## src/rtl/xrs_pkg.sv

```systemverilog
package xrs_pkg;
   typedef enum logic [1:0] {
      OP_WR    = 2'd0,
      OP_PULSE = 2'd1,
      OP_LOCK  = 2'd2,
      OP_END   = 2'd3
   } op_kind_e;

   typedef enum logic [2:0] {
      ST_IDLE  = 3'd0,
      ST_EXEC  = 3'd1,
      ST_WAIT  = 3'd2,
      ST_MWAIT = 3'd3,
      ST_MRD   = 3'd4
   } seq_state_e;
endpackage

```

## src/rtl/xrs_step_rom.sv

```systemverilog
module xrs_step_rom
   import xrs_pkg::*;
#(
   parameter int AW           = 8,
   parameter int DW           = 8,
   parameter int PW           = 6,
   parameter int CFG_WORDS    = 16,
   parameter int NUM_DLL      = 4,
   parameter int CTRL_ADDR    = 0,
   parameter int PA_RST_ADDR  = 1,
   parameter int PLL_RST_ADDR = 2,
   parameter int DLL_RST_BASE = 3,
   parameter int CFG_BASE     = 64,
   parameter int CFG_SEED     = 165,
   parameter int CTRL_ON      = 3
) (
   input  logic [PW-1:0] idx,
   output op_kind_e      kind,
   output logic [AW-1:0] addr,
   output logic [DW-1:0] data
);
   localparam int RST_FIRST = CFG_WORDS + 4;
   localparam int RST_LAST  = RST_FIRST + 4 * (NUM_DLL + 1);

   always_comb begin
      int j;
      int k;
      int unit_addr;
      j         = int'(idx);
      k         = 0;
      unit_addr = 0;
      kind      = OP_END;
      addr      = '0;
      data      = '0;
      if (j == 0) begin
         kind = OP_WR;
         addr = AW'(CTRL_ADDR);
         data = '0;
      end else if (j <= CFG_WORDS) begin
         kind = OP_WR;
         addr = AW'(CFG_BASE + j - 1);
         data = DW'(CFG_SEED ^ (j - 1));
      end else if (j == CFG_WORDS + 1) begin
         kind = OP_WR;
         addr = AW'(PA_RST_ADDR);
         data = DW'(1);
      end else if (j == CFG_WORDS + 2) begin
         kind = OP_PULSE;
      end else if (j == CFG_WORDS + 3) begin
         kind = OP_WR;
         addr = AW'(PA_RST_ADDR);
         data = '0;
      end else if (j < RST_LAST) begin
         k         = j - RST_FIRST;
         unit_addr = (k / 4 == 0) ? PLL_RST_ADDR : DLL_RST_BASE + k / 4 - 1;
         case (k % 4)
            0: begin kind = OP_WR; addr = AW'(unit_addr); data = DW'(1); end
            1: kind = OP_PULSE;
            2: begin kind = OP_WR; addr = AW'(unit_addr); data = '0; end
            default: kind = OP_LOCK;
         endcase
      end else if (j == RST_LAST) begin
         kind = OP_WR;
         addr = AW'(CTRL_ADDR);
         data = DW'(CTRL_ON);
      end
   end
endmodule

```

## src/rtl/xrs_timer.sv

```systemverilog
module xrs_timer #(
   parameter int TW = 17
) (
   input  logic          clk,
   input  logic          rst_n,
   input  logic          load,
   input  logic [TW-1:0] load_val,
   output logic          zero
);
   logic [TW-1:0] cnt_q;

   always_ff @(posedge clk or negedge rst_n) begin
      if (!rst_n)            cnt_q <= '0;
      else if (load)         cnt_q <= load_val;
      else if (cnt_q != '0)  cnt_q <= cnt_q - 1'b1;
   end

   assign zero = (cnt_q == '0);
endmodule

```

## src/rtl/xrs_bus_port.sv

```systemverilog
module xrs_bus_port #(
   parameter int AW      = 8,
   parameter int DW      = 8,
   parameter int TIMEOUT = 256
) (
   input  logic          clk,
   input  logic          rst_n,
   input  logic          req_wr,
   input  logic          req_rd,
   input  logic [AW-1:0] req_addr,
   input  logic [DW-1:0] req_wdata,
   input  logic          bus_ready,
   output logic          bus_wr,
   output logic          bus_rd,
   output logic [AW-1:0] bus_addr,
   output logic [DW-1:0] bus_wdata,
   output logic          accept,
   output logic          timed_out
);
   localparam int TCW = (TIMEOUT > 1) ? $clog2(TIMEOUT) : 1;

   logic stalled;

   assign bus_wr    = req_wr;
   assign bus_rd    = req_rd;
   assign bus_addr  = req_addr;
   assign bus_wdata = req_wdata;
   assign accept    = (req_wr | req_rd) & bus_ready;
   assign stalled   = (req_wr | req_rd) & ~bus_ready;

   generate
      if (TIMEOUT == 0) begin : g_no_timeout
         assign timed_out = 1'b0;
      end else begin : g_timeout
         logic [TCW-1:0] wait_q;
         assign timed_out = stalled && (wait_q == TCW'(TIMEOUT - 1));
         always_ff @(posedge clk or negedge rst_n) begin
            if (!rst_n)          wait_q <= '0;
            else if (!stalled)   wait_q <= '0;
            else if (!timed_out) wait_q <= wait_q + 1'b1;
         end
      end
   endgenerate
endmodule

```

## src/rtl/xcvr_recovery_seq.sv

```systemverilog
module xcvr_recovery_seq
   import xrs_pkg::*;
#(
   parameter int AW           = 8,
   parameter int DW           = 8,
   parameter int CFG_WORDS    = 16,
   parameter int NUM_DLL      = 4,
   parameter int CTRL_ADDR    = 0,
   parameter int PA_RST_ADDR  = 1,
   parameter int PLL_RST_ADDR = 2,
   parameter int DLL_RST_BASE = 3,
   parameter int FUSE_LO      = 16,
   parameter int FUSE_HI      = 63,
   parameter int CFG_BASE     = 64,
   parameter int CFG_SEED     = 165,
   parameter int PULSE_W      = 16,
   parameter int LOCK_W       = 4096,
   parameter int POLL_W       = 65536,
   parameter int TIMEOUT      = 256,
   parameter int EARLY_PERIPH = 0,
   parameter int CNT_W        = 8
) (
   input  logic             clk,
   input  logic             rst_n,
   input  logic             start,
   output logic [AW-1:0]    bus_addr,
   output logic [DW-1:0]    bus_wdata,
   output logic             bus_wr,
   output logic             bus_rd,
   input  logic             bus_ready,
   input  logic [DW-1:0]    bus_rdata,
   output logic             busy,
   output logic             done,
   output logic             error,
   output logic             periph_go,
   output logic [CNT_W-1:0] recov_cnt
);
   localparam int NSTEPS  = CFG_WORDS + 4 + 4 * (NUM_DLL + 1) + 2;
   localparam int PW      = $clog2(NSTEPS);
   localparam int WMAX_A  = (PULSE_W > LOCK_W) ? PULSE_W : LOCK_W;
   localparam int WMAX    = (WMAX_A > POLL_W) ? WMAX_A : POLL_W;
   localparam int TW      = $clog2(WMAX + 1);
   localparam int CTRL_ON = 3;

   generate
      if (DW < 2)                                     begin : g_chk_dw   $error("DW must be at least 2"); end
      if (PULSE_W < 1 || LOCK_W < 1 || POLL_W < 1)    begin : g_chk_wait $error("wait lengths must be at least 1"); end
      if (TIMEOUT == 1)                               begin : g_chk_to   $error("TIMEOUT must be 0 or at least 2"); end
      if (CFG_WORDS < 1)                              begin : g_chk_cw   $error("CFG_WORDS must be at least 1"); end
      if (CFG_BASE + CFG_WORDS > (1 << AW))           begin : g_chk_cfg  $error("config image exceeds address space"); end
      if (!(CFG_BASE > FUSE_HI || CFG_BASE + CFG_WORDS - 1 < FUSE_LO))
                                                      begin : g_chk_fuse $error("config image overlaps fused range"); end
      if (DLL_RST_BASE + NUM_DLL - 1 >= FUSE_LO && DLL_RST_BASE <= FUSE_HI)
                                                      begin : g_chk_dll  $error("reset registers overlap fused range"); end
      if ((CFG_SEED % (1 << DW)) == 0)                begin : g_chk_seed $error("watched register value must be non-zero"); end
      if (CNT_W < 1)                                  begin : g_chk_cnt  $error("CNT_W must be at least 1"); end
   endgenerate

   seq_state_e       state_q;
   logic [PW-1:0]    ptr_q;
   logic             recov_q;
   logic             err_q;
   logic             pgo_q;
   logic [CNT_W-1:0] rcnt_q;

   op_kind_e         kind;
   logic [AW-1:0]    rom_addr;
   logic [DW-1:0]    rom_data;
   logic             req_wr, req_rd;
   logic [AW-1:0]    req_addr;
   logic             accept, timed_out;
   logic             t_load, t_zero;
   logic [TW-1:0]    t_val;
   logic             start_ok;
   logic             ev_start, ev_first_done, pgo_ev;

   xrs_step_rom #(
      .AW(AW), .DW(DW), .PW(PW), .CFG_WORDS(CFG_WORDS), .NUM_DLL(NUM_DLL),
      .CTRL_ADDR(CTRL_ADDR), .PA_RST_ADDR(PA_RST_ADDR), .PLL_RST_ADDR(PLL_RST_ADDR),
      .DLL_RST_BASE(DLL_RST_BASE), .CFG_BASE(CFG_BASE), .CFG_SEED(CFG_SEED),
      .CTRL_ON(CTRL_ON)
   ) u_rom (
      .idx(ptr_q), .kind(kind), .addr(rom_addr), .data(rom_data)
   );

   assign req_wr   = (state_q == ST_EXEC) && (kind == OP_WR);
   assign req_rd   = (state_q == ST_MRD);
   assign req_addr = req_rd ? AW'(CFG_BASE) : rom_addr;

   xrs_bus_port #(.AW(AW), .DW(DW), .TIMEOUT(TIMEOUT)) u_bus (
      .clk(clk), .rst_n(rst_n), .req_wr(req_wr), .req_rd(req_rd),
      .req_addr(req_addr), .req_wdata(rom_data), .bus_ready(bus_ready),
      .bus_wr(bus_wr), .bus_rd(bus_rd), .bus_addr(bus_addr), .bus_wdata(bus_wdata),
      .accept(accept), .timed_out(timed_out)
   );

   always_comb begin
      t_load = 1'b0;
      t_val  = '0;
      if (state_q == ST_EXEC) begin
         case (kind)
            OP_PULSE: begin t_load = 1'b1; t_val = TW'(PULSE_W - 1); end
            OP_LOCK:  begin t_load = 1'b1; t_val = TW'(LOCK_W - 1);  end
            OP_END:   begin t_load = 1'b1; t_val = TW'(POLL_W - 1);  end
            default:  ;
         endcase
      end else if (state_q == ST_MRD && accept && bus_rdata != '0) begin
         t_load = 1'b1;
         t_val  = TW'(POLL_W - 1);
      end
   end

   xrs_timer #(.TW(TW)) u_tmr (
      .clk(clk), .rst_n(rst_n), .load(t_load), .load_val(t_val), .zero(t_zero)
   );

   assign start_ok      = start && (state_q == ST_IDLE || state_q == ST_MWAIT);
   assign ev_start      = start_ok;
   assign ev_first_done = !start_ok && (state_q == ST_EXEC) && (kind == OP_END) && !recov_q;

   generate
      if (EARLY_PERIPH != 0) begin : g_pgo_early
         assign pgo_ev = ev_start;
      end else begin : g_pgo_late
         assign pgo_ev = ev_first_done;
      end
   endgenerate

   always_ff @(posedge clk or negedge rst_n) begin
      if (!rst_n) begin
         state_q <= ST_IDLE;
         ptr_q   <= '0;
         recov_q <= 1'b0;
         err_q   <= 1'b0;
         pgo_q   <= 1'b0;
         rcnt_q  <= '0;
      end else begin
         pgo_q <= pgo_ev;
         if (start_ok) begin
            state_q <= ST_EXEC;
            ptr_q   <= '0;
            recov_q <= 1'b0;
            err_q   <= 1'b0;
         end else begin
            case (state_q)
               ST_EXEC: begin
                  case (kind)
                     OP_WR: begin
                        if (timed_out) begin
                           state_q <= ST_IDLE;
                           err_q   <= 1'b1;
                        end else if (accept) begin
                           ptr_q <= ptr_q + 1'b1;
                        end
                     end
                     OP_PULSE, OP_LOCK: state_q <= ST_WAIT;
                     default: begin
                        state_q <= ST_MWAIT;
                        recov_q <= 1'b0;
                        if (recov_q && rcnt_q != '1) rcnt_q <= rcnt_q + 1'b1;
                     end
                  endcase
               end
               ST_WAIT: begin
                  if (t_zero) begin
                     ptr_q   <= ptr_q + 1'b1;
                     state_q <= ST_EXEC;
                  end
               end
               ST_MWAIT: begin
                  if (t_zero) state_q <= ST_MRD;
               end
               ST_MRD: begin
                  if (timed_out) begin
                     state_q <= ST_IDLE;
                     err_q   <= 1'b1;
                  end else if (accept) begin
                     if (bus_rdata == '0) begin
                        state_q <= ST_EXEC;
                        ptr_q   <= '0;
                        recov_q <= 1'b1;
                     end else begin
                        state_q <= ST_MWAIT;
                     end
                  end
               end
               default: state_q <= ST_IDLE;
            endcase
         end
      end
   end

   assign busy      = (state_q == ST_EXEC) || (state_q == ST_WAIT);
   assign done      = (state_q == ST_MWAIT) || (state_q == ST_MRD);
   assign error     = err_q;
   assign periph_go = pgo_q;
   assign recov_cnt = rcnt_q;
endmodule

```

## config.mk

```make
export PLATFORM = sky130hd
export DESIGN_NAME = xcvr_recovery_seq
export DESIGN_NICKNAME = d
export VERILOG_FILES = /design/src/rtl/xrs_pkg.sv /design/src/rtl/xrs_step_rom.sv /design/src/rtl/xrs_timer.sv /design/src/rtl/xrs_bus_port.sv /design/src/rtl/xcvr_recovery_seq.sv
export SDC_FILE = /design/constraint.sdc
export NUM_CORES = 1
export LEC_CHECK = 0
export BUFFER_PORTS_ARGS = -buffer_cell sky130_fd_sc_hd__buf_2
export CAP_MARGIN = 20
export CORE_MARGIN = 2
export CORE_UTILIZATION = 60
export CTS_CLUSTER_DIAMETER = 150
export DETAILED_ROUTE_END_ITERATION = 6
export PLACE_DENSITY = 0.81
export SYNTH_ARGS = -nofsm -noshare
export SYNTH_HDL_FRONTEND = slang
export SYNTH_HIERARCHICAL = 1
export SYNTH_SLANG_ARGS = --single-unit
export TNS_END_PERCENT = 30
```

## constraint.sdc

```tcl
create_clock -name clk -period 6.11 [get_ports clk]
set_input_delay 0.611 -clock clk [delete_from_list [all_inputs] [get_ports clk]]
set_output_delay 0.611 -clock clk [all_outputs]
set_load 0.02 [all_outputs]
```

# Word level (Yosys, flattened, before mapping)
# Cells that the tools add are included.
dict set report totals {
  latchBits 0
  inputBits 12
  ff_bits 45
  n_memories 0
  wordCells 155
  ram_bits 0
  mem_bits_ro 0
}
dict set report op_classes {
  bitwise 8
  n_lt_le_gt_ge 2
  div 0
  n_eq_ne 27
  add_sub_neg 11
  mux 63
  n_mul 0
  n_reduce_logical 36
  shift 0
}
# op n
set op_table {}
lappend op_table {{8-bit two-way mux} 17}
lappend op_table {{32-bit zero test} 2}
lappend op_table {{17-bit two-way mux} 3}
lappend op_table {{6-bit two-way mux} 8}
lappend op_table {{16-bit one-hot mux with 3 select lines} 1}
lappend op_table {{32-bit by 1-bit adder with 32-bit output} 1}
lappend op_table {{32-bit by 1-bit equality test with 1-bit output (second input constant)} 1}
lappend op_table {{32-bit by 2-bit equality test with 1-bit output (second input constant)} 1}
lappend op_table {{6-bit equality test (second input constant)} 4}
lappend op_table {{2-bit two-way mux} 9}
lappend op_table {{3-bit two-way mux} 6}
lappend op_table {{6-bit one-hot mux with 3 select lines} 1}
lappend op_table {{17-bit zero test} 1}
lappend op_table {{17-bit nonzero test} 1}
lappend op_table {{17-bit by 1-bit subtractor with 17-bit output (second input constant)} 1}
lappend op_table {{8-bit by 1-bit adder with 8-bit output (second input constant)} 2}
lappend op_table {{16-bit two-way mux} 1}
lappend op_table {{8-bit by 2-bit subtractor with 8-bit output (second input constant)} 2}
lappend op_table {{3-bit != test (second input constant)} 5}
lappend op_table {{1-bit two-way mux} 12}
lappend op_table {{3-bit one-hot mux with 4 select lines} 1}
lappend op_table {{1-bit logical AND} 9}
lappend op_table {{3-bit by 8-bit adder with 8-bit output (first input constant)} 1}
lappend op_table {{7-bit by 6-bit adder with 8-bit output (first input constant)} 1}
lappend op_table {{other kinds (40)} 56}

# Logic depth before layout (Yosys ltp)
dict set report logic_depth {
  word_depth 21
  ltp_mapped 18
  ltp_nobuf 16
}

# Hierarchy
# Netlist, hierarchy kept.
# module cells_each area_per_inst_um2 instances
set modules_own_cells {}
lappend modules_own_cells {xcvr_recovery_seq 141 1363.8 1}
lappend modules_own_cells {xrs_timer 116 1054.8 1}
lappend modules_own_cells {xrs_step_rom 119 900.9 1}
lappend modules_own_cells {xrs_bus_port 66 609.3 1}

# Worst setup path after synthesis
# Ideal clock, no wire load.
dict set report synth_timing {
  path_type {register to output}
  start {register ptr_q[0]}
  end {output port bus_addr[6]}
  stages_incl_launch_ff 17
  required_time_ps 5499
  n_path_buf 2
  path_slack_ps 1782
  arrival_time_ps 3717
  cell_sequence {dfrtp_1 inv_1 ha_1 clkbuf_1 or3_1 inv_1 ha_1 nand3_4 or3_2 ha_1 or4b_1 nor3_2 nand2_1 nand4_1 o21ai_1 or2_2 buf_4}
}
dict set report synth_via {
  elab_chain_cells 15
  elab_cells_between_ends 27
  cone_classes {add/sub (6); order compare (2); eq/ne (4); mux (9); bitwise (1); reduce/logical (5)}
}
# element line_no
set synth_rtl {}
lappend synth_rtl {{start: declaration} xcvr_recovery_seq.sv:60} ;# logic [PW-1:0] ptr_q;
lappend synth_rtl {{start signal: assignment} xcvr_recovery_seq.sv:153} ;# ptr_q <= ptr_q + 1'b1;
lappend synth_rtl {{start signal: assignment} xcvr_recovery_seq.sv:166} ;# ptr_q <= ptr_q + 1'b1;
lappend synth_rtl {{6-bit by 5-bit subtractor with 7-bit output} xrs_step_rom.sv:54} ;# k = j - RST_FIRST;
lappend synth_rtl {{2-bit OR reduction (no source line)} --}
lappend synth_rtl {{1-bit bitwise AND (no source line)} --}
lappend synth_rtl {{32-bit by 1-bit adder with 32-bit output (no source line)} --}
lappend synth_rtl {{3-bit by 8-bit adder with 8-bit output} xrs_step_rom.sv:55} ;# unit_addr = (k / 4 == 0) ? PLL_RST_ADDR : DLL_RST_BASE + k / 4 - 1;
lappend synth_rtl {{8-bit by 2-bit subtractor with 8-bit output} xrs_step_rom.sv:55}
lappend synth_rtl {{8-bit two-way mux} xrs_step_rom.sv:55}
lappend synth_rtl {{8-bit two-way mux} xrs_step_rom.sv:56} ;# case (k % 4)
lappend synth_rtl {{8-bit two-way mux} xrs_step_rom.sv:53} ;# end else if (j < RST_LAST) begin
lappend synth_rtl {{8-bit two-way mux} xrs_step_rom.sv:49} ;# end else if (j == CFG_WORDS + 3) begin
lappend synth_rtl {{8-bit two-way mux} xrs_step_rom.sv:47} ;# end else if (j == CFG_WORDS + 2) begin
lappend synth_rtl {{8-bit two-way mux} xrs_step_rom.sv:43} ;# end else if (j == CFG_WORDS + 1) begin
lappend synth_rtl {{8-bit two-way mux} xrs_step_rom.sv:39} ;# end else if (j <= CFG_WORDS) begin
lappend synth_rtl {{8-bit two-way mux *} xrs_step_rom.sv:35} ;# if (j == 0) begin
lappend synth_rtl {{named net rom_addr[6]} xcvr_recovery_seq.sv:67} ;# logic [AW-1:0] rom_addr;
lappend synth_rtl {{8-bit two-way mux *} xcvr_recovery_seq.sv:88} ;# assign req_addr = req_rd ? AW'(CFG_BASE) : rom_addr;
lappend synth_rtl {{end: declaration} xcvr_recovery_seq.sv:26} ;# output logic [AW-1:0] bus_addr,
# The timed path passes the listed nets; every way through them passes the cells marked *.

# Worst setup path in the final report
# Same ends and word-level chain as after synthesis.

==> impl_metrics.env <==
export IMPL_critical_path_peak_fanout=11
export IMPL_timing_setup_critical_path_class="flip-flop to primary output"
export IMPL_ir_worst_vdd_v=0.000241
export IMPL_via_count=3186
export IMPL_io_buffers=39
export IMPL_path_buf_inv=3
export IMPL_yosys_warnings=6
export IMPL_crit_path_frequent_cell="ha_1"
export IMPL_worst_endpoint_arrival_ns=4.34
export IMPL_cellInternalPower_w=0.000702
export IMPL_final_period_minus_worst_setup_slack_ns=4.95
export IMPL_drt_wirelength_per_cell_um=15.1
export IMPL_dr_first_iter_drc_count=170
export IMPL_layout_cells_most_common_list="dfrtp_1 (45), buf_2 (39), nor2_1 (32)"
export IMPL_fp_dieArea_um2=7210
export IMPL_flow_area_growth_from_synthesis_pct=3.92
export IMPL_setup_repair_after_global_routing_missed_its_margin="false"
export IMPL_antenna_diode_count=0
export IMPL_cts_inserted_buffers=5
export IMPL_outcome="complete, no violations"
export IMPL_ctsLongestPathBuffers=2
export IMPL_power_leakage_nw=1.77
export IMPL_final_area_um2=4080
export IMPL_io_pins=42
export IMPL_grt_remaining_overflow=0
export IMPL_fin_max_slew_vios=0
export IMPL_routed_wl_um=7920
export IMPL_synth_cell_types=89
export IMPL_area_of_the_mapped_netlist_um2=3930
export IMPL_clk_insertion_delay_late_ns=0.30
export IMPL_register_bit_total_from_synthesis=45
export IMPL_setup_tns_ns=0
export IMPL_layout_filler_cells=519
export IMPL_timing_slew_headroom_pct=57.2
export IMPL_clk_root_buffer_cell="clkbuf_8"
export IMPL_die_x_um=84.9
export IMPL_timing_critical_path_max_delay_family="simple AND/OR/NAND/NOR gates"
export IMPL_max_stage_delay_ns=0.59
export IMPL_fp_dieH_um=84.9
export IMPL_route_antenna_remaining_nets=0
export IMPL_timing_critical_path_required_ns=5.50
export IMPL_power_frac_comb_pct=53.6
export IMPL_synthesis_instances=442
export IMPL_proportion_of_layout_cells_with_a_drive_suffix_above_1_pct=21.8
export IMPL_ys_async_sr_fraction_pct=100
export IMPL_cts_hold_buffers_added=0
export IMPL_post_dp_cell_area_um2=3950
export IMPL_drc=0
export IMPL_grt_use_total_pct=22.8
export IMPL_postSynth_topFlopCell="dfrtp_1"
export IMPL_worstSetupEndpointType="primary output"
export IMPL_transition_time_at_the_pin_with_the_least_slew_margin_ns=0.637
export IMPL_initial_core_util_pct=61.9
export IMPL_drtPass1Iterations=5
export IMPL_synth_avg_cell_area_um2=8.89
export IMPL_cellPowerDensity_nw_per_um2=303
export IMPL_crit_path_start_kind="flip-flop"
export IMPL_area_of_the_core_um2=6350
export IMPL_switching_share_pct=43.2
export IMPL_clkSlewWorstSetupHoldPaths_ns=0.09
export IMPL_cts_max_level=2
export IMPL_power_switching_w=0.000534
export IMPL_numnets_final=477
export IMPL_timing_max_cap_violations=0
export IMPL_grt_pass1_wl_um=13800
export IMPL_detailed_place_hpwl_um=5710
export IMPL_first_global_vias=3024
export IMPL_grt_start_max_net_pins=46
export IMPL_fin_worst_skew_ns=0.00557
export IMPL_via_per_inst=6.06
export IMPL_holdCritPathClass="input port to async pin"
export IMPL_clock_network_fraction_of_total_power_pct=18.4
export IMPL_synth_edf_count=0
export IMPL_antenna_found_initial=0
export IMPL_fmaxAchievable_ghz=0.202
export IMPL_yosysSeqAreaShare_pct=28.7
export IMPL_min_period_over_period_pct=81.0
export IMPL_p_seq_share_pct=28.0
export IMPL_cts_setup_buffers=0
export IMPL_place_congestion=0.886
export IMPL_cts_num_sinks=45
export IMPL_fp_row_count=29
export IMPL_worst_path_max_delay_cell="dfrtp_1"
export IMPL_most_frequent_standard_cell_in_the_layout_excluding_fill_and_tap_cells="dfrtp_1"
export IMPL_setup_viol=0
export IMPL_hold_viol_final=0
export IMPL_cts_repair_resized=0
export IMPL_tritoncts="yes"
export IMPL_path_cells="inv_1, ha_1, or3_1, inv_1, ha_1, nand3_4, or3_2, ha_1, or4b_1, nor3_2, nand2_1, nand4_1, o21ai_1, or2_2, buf_2"
registers in the layout, indices dropped and copies added (netlist names):
name / count
periph_go: 1
u_tmr/cnt_q: 17
state_q: 3
u_bus/g_timeout.wait_q: 8
recov_cnt: 8
ptr_q: 6
recov_q: 1
error: 1
final timing paths:
path,start,to,slack (ns),cells past startpoint
min in group clk,recov_q$_DFFE_PN0P_,periph_go$_DFF_PN0_,0.46,1
setup reg to reg,ptr_q[0]$_DFFE_PN0P_,ptr_q[0]$_DFFE_PN0P_,1.71,12
hold reg to reg,recov_q$_DFFE_PN0P_,periph_go$_DFF_PN0_,0.46,1
setup / recovery,ptr_q[0]$_DFFE_PN0P_,bus_addr[6],1.16,15
max in group asynchronous,rst_n,ptr_q[3]$_DFFE_PN0P_,5.35,2
hold / removal,rst_n,u_tmr/cnt_q[10]$_DFFE_PN0P_,0.26,1
Yosys cell counts, drive strengths merged (12+ instances only):
cell / n / area share, %
dfrtp: 45 / 29
nand2b: 12 / 1.9
ha: 17 / 5.4
nor2b: 12 / 1.9
nand2: 30 / 3.1
a21oi: 20 / 2.6
nor2: 33 / 3.2
buf: 33 / 6.3
xor2: 19 / 4.9
o21ai: 19 / 2.6
inv: 20 / 1.9
nor3: 16 / 2.2
nor4: 16 / 3.9
layout make-up:
type                    count  area [um^2]  share of cell area (%)
inverters                  21         78.8                    1.93
clock buffers               6         72.6                    1.78
multi-input cells         334         2450                    59.9
repair buffers             41          223                    5.46
well taps                  77         96.3                    2.36
clock inverters             2         38.8                   0.950
flip-flops and latches     45         1130                    27.6
metal layers:
layer	vias up	GRT usage, %	part of all wire, %
li1	1594	-	-
met1	1521	30.3	45
met2	58	38.0	50
met3	13	3.50	3.0
met4	0	8.37	1.9
met5	-	0	0
kinds of logic after synthesis:
logic type / Yosys count / share of synthesized area (%)
adders and majority gates: 18 / 5.67
other: 2 / 0.191
AOI/OAI and AO/OA: 99 / 18.9
DFF: 45 / 28.7
muxes: 4 / 1.34
buffers and inverters: 64 / 9.24
and+or+nand+nor: 180 / 28.0
xor gates and xnor gates: 30 / 8.03
metrics by stage:
step | utilization (%) | instances | worst slack [ns] | power [W] | hold slack, ns
global placement | 62.2 | 517 | 1.68 | 0.000993 | 0.453
CTS | 64.0 | 525 | 1.17 | 0.00124 | 0.466
global route | 64.3 | 526 | 0.888 | 0.00132 | 0.279
floorplan | - | 443 | 1.78 | 0.000945 | 0.315
detailed placement | 62.2 | 517 | 1.53 | 0.00101 | 0.453
finish | 64.3 | 526 | 1.16 | 0.00124 | 0.260
power by group through the flow:
stage          logic, W  registers (W)  clock network, W
2_1_floorplan  0.000607       0.000338                 0
3_3_place_gp   0.000644       0.000349                 0
3_5_place_dp   0.000656       0.000351                 0
4_1_cts        0.000663       0.000346          0.000230
5_1_grt        0.000724       0.000353          0.000243
6_report       0.000663       0.000347          0.000227
Note: power is estimated with default switching activity, not from simulation.
